## config.mk

```make
export PLATFORM = sky130hd
export DESIGN_NAME = xram_ale_decoder
export DESIGN_NICKNAME = d
export VERILOG_FILES = /design/src/rtl/xr_pkg.sv /design/src/rtl/xr_cfg_reg.sv /design/src/rtl/xr_route.sv /design/src/rtl/xr_ale_gen.sv /design/src/rtl/xram_ale_decoder.sv
export SDC_FILE = /design/constraint.sdc
export NUM_CORES = 1
export LEC_CHECK = 0
export ABC_AREA = 1
export CELL_PAD_IN_SITES_DETAIL_PLACEMENT = 0
export CELL_PAD_IN_SITES_GLOBAL_PLACEMENT = 1
export CORE_UTILIZATION = 24
export DETAILED_ROUTE_END_ITERATION = 12
export PLACE_DENSITY = 0.82
export SYNTH_ARGS = -nofsm -noshare
export SYNTH_HDL_FRONTEND = slang
export SYNTH_SLANG_ARGS = --single-unit
export TNS_END_PERCENT = 1
```

## constraint.sdc

```tcl
create_clock -name clk -period 2 [get_ports clk]
set_clock_uncertainty 0.15 [all_clocks]
set_input_delay 0.3 -clock clk [delete_from_list [all_inputs] [get_ports clk]]
set_output_delay 0.3 -clock clk [all_outputs]
set_load 0.03 [all_outputs]
```

## src/rtl/xr_pkg.sv

```systemverilog
package xr_pkg;
  localparam int CFG_W    = 8;
  localparam int EXT_BIT  = 0;
  localparam int GATE_BIT = 1;
  localparam int SIZE_LSB = 2;
  localparam int SIZE_W   = 2;

  typedef struct packed {
    logic [SIZE_W-1:0] size;
    logic              ale_gate;
    logic              ext_mode;
  } cfg_t;

  localparam cfg_t CFG_RST = '{size: '1, ale_gate: 1'b0, ext_mode: 1'b0};
endpackage

```

## src/rtl/xr_cfg_reg.sv

```systemverilog
module xr_cfg_reg
  import xr_pkg::*;
(
  input  logic             clk,
  input  logic             rst_n,
  input  logic             we,
  input  logic [CFG_W-1:0] wdata,
  output cfg_t             cfg
);
  logic unused_rsvd;
  cfg_t nxt;

  assign unused_rsvd = ^wdata[CFG_W-1:SIZE_LSB+SIZE_W];

  always_comb begin
    nxt.ext_mode = wdata[EXT_BIT];
    nxt.ale_gate = wdata[GATE_BIT];
    nxt.size     = wdata[SIZE_LSB +: SIZE_W];
  end

  always_ff @(posedge clk or negedge rst_n) begin
    if (!rst_n)  cfg <= CFG_RST;
    else if (we) cfg <= nxt;
  end


  cfg_load_chk: assert property (@(posedge clk) disable iff (!rst_n)
    we |=> (cfg.size == $past(wdata[SIZE_LSB +: SIZE_W])) &&
           (cfg.ext_mode == $past(wdata[EXT_BIT])) &&
           (cfg.ale_gate == $past(wdata[GATE_BIT])));


  cfg_hold_chk: assert property (@(posedge clk) disable iff (!rst_n)
    !we |=> $stable(cfg));
endmodule

```

## src/rtl/xr_route.sv

```systemverilog
module xr_route
  import xr_pkg::*;
#(
  parameter int ADDR_W   = 16,
  parameter int RI_W     = 8,
  parameter int PAGE_LOG = 8
) (
  input  logic              clk,
  input  logic              rst_n,
  input  logic              movx,
  input  logic              ri_mode,
  input  logic [ADDR_W-1:0] addr,
  input  logic [SIZE_W-1:0] size,
  input  logic              ext_mode,
  output logic              ram_sel,
  output logic              ext_req
);
  localparam int LIM_W = ADDR_W + 1;

  logic [LIM_W-1:0] full_addr, short_addr, eff_addr, limit;
  logic             in_win, to_ram, to_ext;

  assign full_addr = LIM_W'(addr);

  generate
    if (RI_W < ADDR_W) begin : g_ri_ext
      assign short_addr = LIM_W'(addr[RI_W-1:0]);
    end else begin : g_ri_full
      assign short_addr = full_addr;
    end
  endgenerate

  always_comb begin
    eff_addr = ri_mode ? short_addr : full_addr;
    limit    = (LIM_W'(size) + LIM_W'(1)) << PAGE_LOG;
    in_win   = eff_addr < limit;
    to_ram   = movx && !ext_mode && in_win;
    to_ext   = movx && (ext_mode || !in_win);
  end

  always_ff @(posedge clk or negedge rst_n) begin
    if (!rst_n) begin
      ram_sel <= 1'b0;
      ext_req <= 1'b0;
    end else begin
      ram_sel <= to_ram;
      ext_req <= to_ext;
    end
  end


  excl_sel_chk: assert property (@(posedge clk) disable iff (!rst_n)
    !(ram_sel && ext_req));


  idle_sel_chk: assert property (@(posedge clk) disable iff (!rst_n)
    !movx |=> !ram_sel && !ext_req);


  ext_mode_chk: assert property (@(posedge clk) disable iff (!rst_n)
    (movx && ext_mode) |=> ext_req && !ram_sel);

  // R5 (holds while one page covers the short address range)
  ri_local_chk: assert property (@(posedge clk) disable iff (!rst_n)
    (movx && ri_mode && !ext_mode && (PAGE_LOG >= RI_W)) |=> ram_sel);
endmodule

```

## src/rtl/xr_ale_gen.sv

```systemverilog
module xr_ale_gen #(
  parameter int DIV_STD = 6,
  parameter int DIV_X2  = 3
) (
  input  logic clk,
  input  logic rst_n,
  input  logic x2_mode,
  input  logic gate,
  input  logic instr_act,
  output logic ale
);
  localparam int CNT_W = $clog2(DIV_STD);
  localparam logic [CNT_W-1:0] TERM_STD = CNT_W'(DIV_STD - 1);
  localparam logic [CNT_W-1:0] TERM_X2  = CNT_W'(DIV_X2 - 1);

  logic [CNT_W-1:0] cnt, term;
  logic             at_term, pass;

  always_comb begin
    term    = x2_mode ? TERM_X2 : TERM_STD;
    at_term = (cnt == term);
    pass    = !gate || instr_act;
  end

  always_ff @(posedge clk or negedge rst_n) begin
    if (!rst_n) begin
      cnt <= '0;
      ale <= 1'b0;
    end else begin
      cnt <= (cnt >= term) ? '0 : cnt + 1'b1;
      ale <= at_term && pass;
    end
  end


  ale_width_chk: assert property (@(posedge clk) disable iff (!rst_n)
    ale |=> !ale);


  cnt_range_chk: assert property (@(posedge clk) disable iff (!rst_n)
    cnt <= TERM_STD);


  ale_gate_chk: assert property (@(posedge clk) disable iff (!rst_n)
    (gate && !instr_act) |=> !ale);
endmodule

```

## src/rtl/xram_ale_decoder.sv

```systemverilog
module xram_ale_decoder
  import xr_pkg::*;
#(
  parameter int ADDR_W   = 16,
  parameter int RI_W     = 8,
  parameter int PAGE_LOG = 8,
  parameter int DIV_STD  = 6,
  parameter int DIV_X2   = 3
) (
  input  logic              clk,
  input  logic              rst_n,
  input  logic              cfg_we,
  input  logic [CFG_W-1:0]  cfg_wdata,
  input  logic              movx_req,
  input  logic              movc_req,
  input  logic              movx_ri,
  input  logic [ADDR_W-1:0] acc_addr,
  input  logic              x2_mode,
  output logic              ram_sel,
  output logic              ext_req,
  output logic              ale
);
  cfg_t cfg_q;
  logic instr_act;

  assign instr_act = movx_req || movc_req;

  xr_cfg_reg u_cfg (
    .clk   (clk),
    .rst_n (rst_n),
    .we    (cfg_we),
    .wdata (cfg_wdata),
    .cfg   (cfg_q)
  );

  xr_route #(
    .ADDR_W   (ADDR_W),
    .RI_W     (RI_W),
    .PAGE_LOG (PAGE_LOG)
  ) u_route (
    .clk      (clk),
    .rst_n    (rst_n),
    .movx     (movx_req),
    .ri_mode  (movx_ri),
    .addr     (acc_addr),
    .size     (cfg_q.size),
    .ext_mode (cfg_q.ext_mode),
    .ram_sel  (ram_sel),
    .ext_req  (ext_req)
  );

  xr_ale_gen #(
    .DIV_STD (DIV_STD),
    .DIV_X2  (DIV_X2)
  ) u_ale (
    .clk       (clk),
    .rst_n     (rst_n),
    .x2_mode   (x2_mode),
    .gate      (cfg_q.ale_gate),
    .instr_act (instr_act),
    .ale       (ale)
  );
endmodule

```

==> flow_summary.toml <==
[status]
status = "completed"

[clock_tree]
cts.sinks = 10
cts_made_buffers = 3
ctsHoldBuffers = 0
htreeDepth = 1
cts_tree = "built"
clk_pin_slew_ps = 60
clk_latency_ps = 260
root_buffer = "clkbuf_4"
clk_path_buf_depth = 2
post_cts_buffers = 0
ctsResizeCount = 0

[drt]
antenna_left = 0
vias = 441
drt-total-wl_um = 1003
routedWlPerCell_um = 9.036
drcViolationCount = 0
avgViaCountPerCell = 3.973
drt-initial-drc-count = 3
drtPass1Iterations = 2

[finish]
multi_input_area_um2 = 242.7
seq_area_um2 = 252.7
final_area_um2 = 820.8
fin_util = 0.4020
final_cell_mix = "21 x clkdlybuf4s50_1, 12 x inv_1, 9 x nor2_1, 8 x nand2_1, 8 x dfrtp_1"
layout_commonest_cell = "clkdlybuf4s50_1"
num-fill-cells = 212
nets = 123
diodes = 0
area_growth_pct = 51.85
layout-drive-gt1-share = 0.1071

[grt]
grt_pass1_vias = 452
antenna_found_initial = 0
grt_max_degree = 11
overflow = 0
grt_use_total = 0.1018
grt_pass1_wl_um = 1807

[timing]
period_needed_ps = 1707
rsz0062_at_grt = "no"
setup_violations = 0
maxSlewHeadroom = 0.7057
finalHoldViolations = 0
fin_crit_sh = 0.8533
fin_tns_setup_ps = 0
worst_slew_pin_slew_ps = 440.1
drv_slew = 0
worst_slack_ps = 293.5
fmax_mhz = 586.0

[die]
core_um2 = 2042
start_util = 0.2647
fp.dieH_um = 49.46
num_rows = 16
die_area_um2 = 2446
pin_count = 34
fp.dieW_um = 49.46

[worst_setup_path]
cp_data_arrival_time_ps = 1260
critPathKind = "flip-flop to primary output"
critical_path_required_ps = 1550
cpMaxStageDelayCell = "clkdlybuf4s50_1"
path_cells = "clkdlybuf4s50_1"
setup.worst_path.end_class = "primary output"
worst-path-buf-inv = 1
cp_num_cells = 1
cp-start-kind = "flip-flop"
max_stage_delay_ps = 660
reg2reg_slack_ps = 410
crit_family = "buffers and inverters"
worstPathMaxFanout = 1
reg2reg_depth = 7

[synth]
synthTopCellsByArea = "dfrtp_1 37%, ha_1 16%, dfstp_2 9.7%, inv_1 8.3%, nor2_1 6.3%"
synthDominantCellAreaShare = 0.3704
syn_inst = 59
synth_cell_types = 13
ys_warn_count = 0
syn_area_um2 = 540.5
ys_ff_latch = 10
yosysTopAreaCell = "dfrtp_1"
avgSynthCellArea_um2 = 9.161
syn_nets = 97
yosysSeqAreaShare = 0.4676

[power_and_ir_drop]
leakage_nw = 0.3997
peakVddDrop_mv = 0.3905
power_w = 0.0007074
cellPowerDensity_nw_per_um2 = 861.8

[place]
place_congestion = 0.6634
port_buffers = 21
place_hpwl_um = 828.5
post-place-ws_ps = 169.3
dpl_cell_area_um2 = 784.5

[flow_run]
cap_viol_max_count = 0

[min_path]
hold_path.class = "input port to async pin"
==> metrics by stage <==
step	hold WS, ps	cells
after floorplan	-145.6	59
final	193.3	111
after global placement	285.3	107
after global routing	226.9	111
after detailed placement	290.5	107
after CTS	209.0	111
==> registers in the layout (all words and copies together), names as in the netlist <==
signal,flops
u_cfg.cfg,4
u_route.ram_sel,1
u_ale.cnt,3
u_ale.ale,1
u_route.ext_req,1
==> Yosys cell counts <==
master	n
o21ai_0	1
or2_0	1
a21oi_1	4
nand2_1	8
mux2_2	3
o211ai_1	1
inv_1	12
dfrtp_1	8
dfstp_2	2
ha_1	7
nor2_1	9
xnor2_1	1
nand3_1	2
==> power breakdown <==
part / switching, W / internal [W]
Sequential: 0.0000258 / 0.000253
Clock: 0.0000700 / 0.000111
Combinational: 0.000123 / 0.000125
Total: 0.000219 / 0.000488
==> final cells by class <==
| class | instances | share of cell area |
|---|---|---|
| sequential | 10 | 0.3079 |
| clock buffer | 4 | 0.04421 |
| multi-input combinational | 37 | 0.2957 |
| inverter | 12 | 0.05488 |
| timing repair buffer | 21 | 0.2561 |
| tap | 27 | 0.04116 |
==> metal layers <==
metal | global-route usage | vias to the layer above | share of wire
met5 | 0 | - | 0
met4 | 0.05714 | 0 | 0.010
met3 | 0.04630 | 2 | 0.10
met2 | 0.1530 | 19 | 0.44
met1 | 0.1197 | 187 | 0.44
li1 | - | 233 | -
==> cell families after synthesis <==
family	Yosys count	synth area share
multiplexers	3	0.06250
XOR/XNOR	1	0.01621
AND/OR/NAND/NOR	20	0.1482
buffers and inverters	12	0.08333
adder cells (fa/ha/maj)	7	0.1620
AO/OA/AOI/OAI	6	0.06018
flip-flops	10	0.4676
==> worst paths after layout <==
kind,start,to
setup / recovery,u_ale.ale,ale
setup reg to reg,u_cfg.cfg[3],u_route.ram_sel
hold reg to reg,u_cfg.cfg[1],u_ale.ale
hold / removal,rst_n,u_route.ram_sel
max in group asynchronous,rst_n,u_cfg.cfg[3]
min in group clk,u_cfg.cfg[1],u_ale.ale
(Power assumes the default switching activity.)
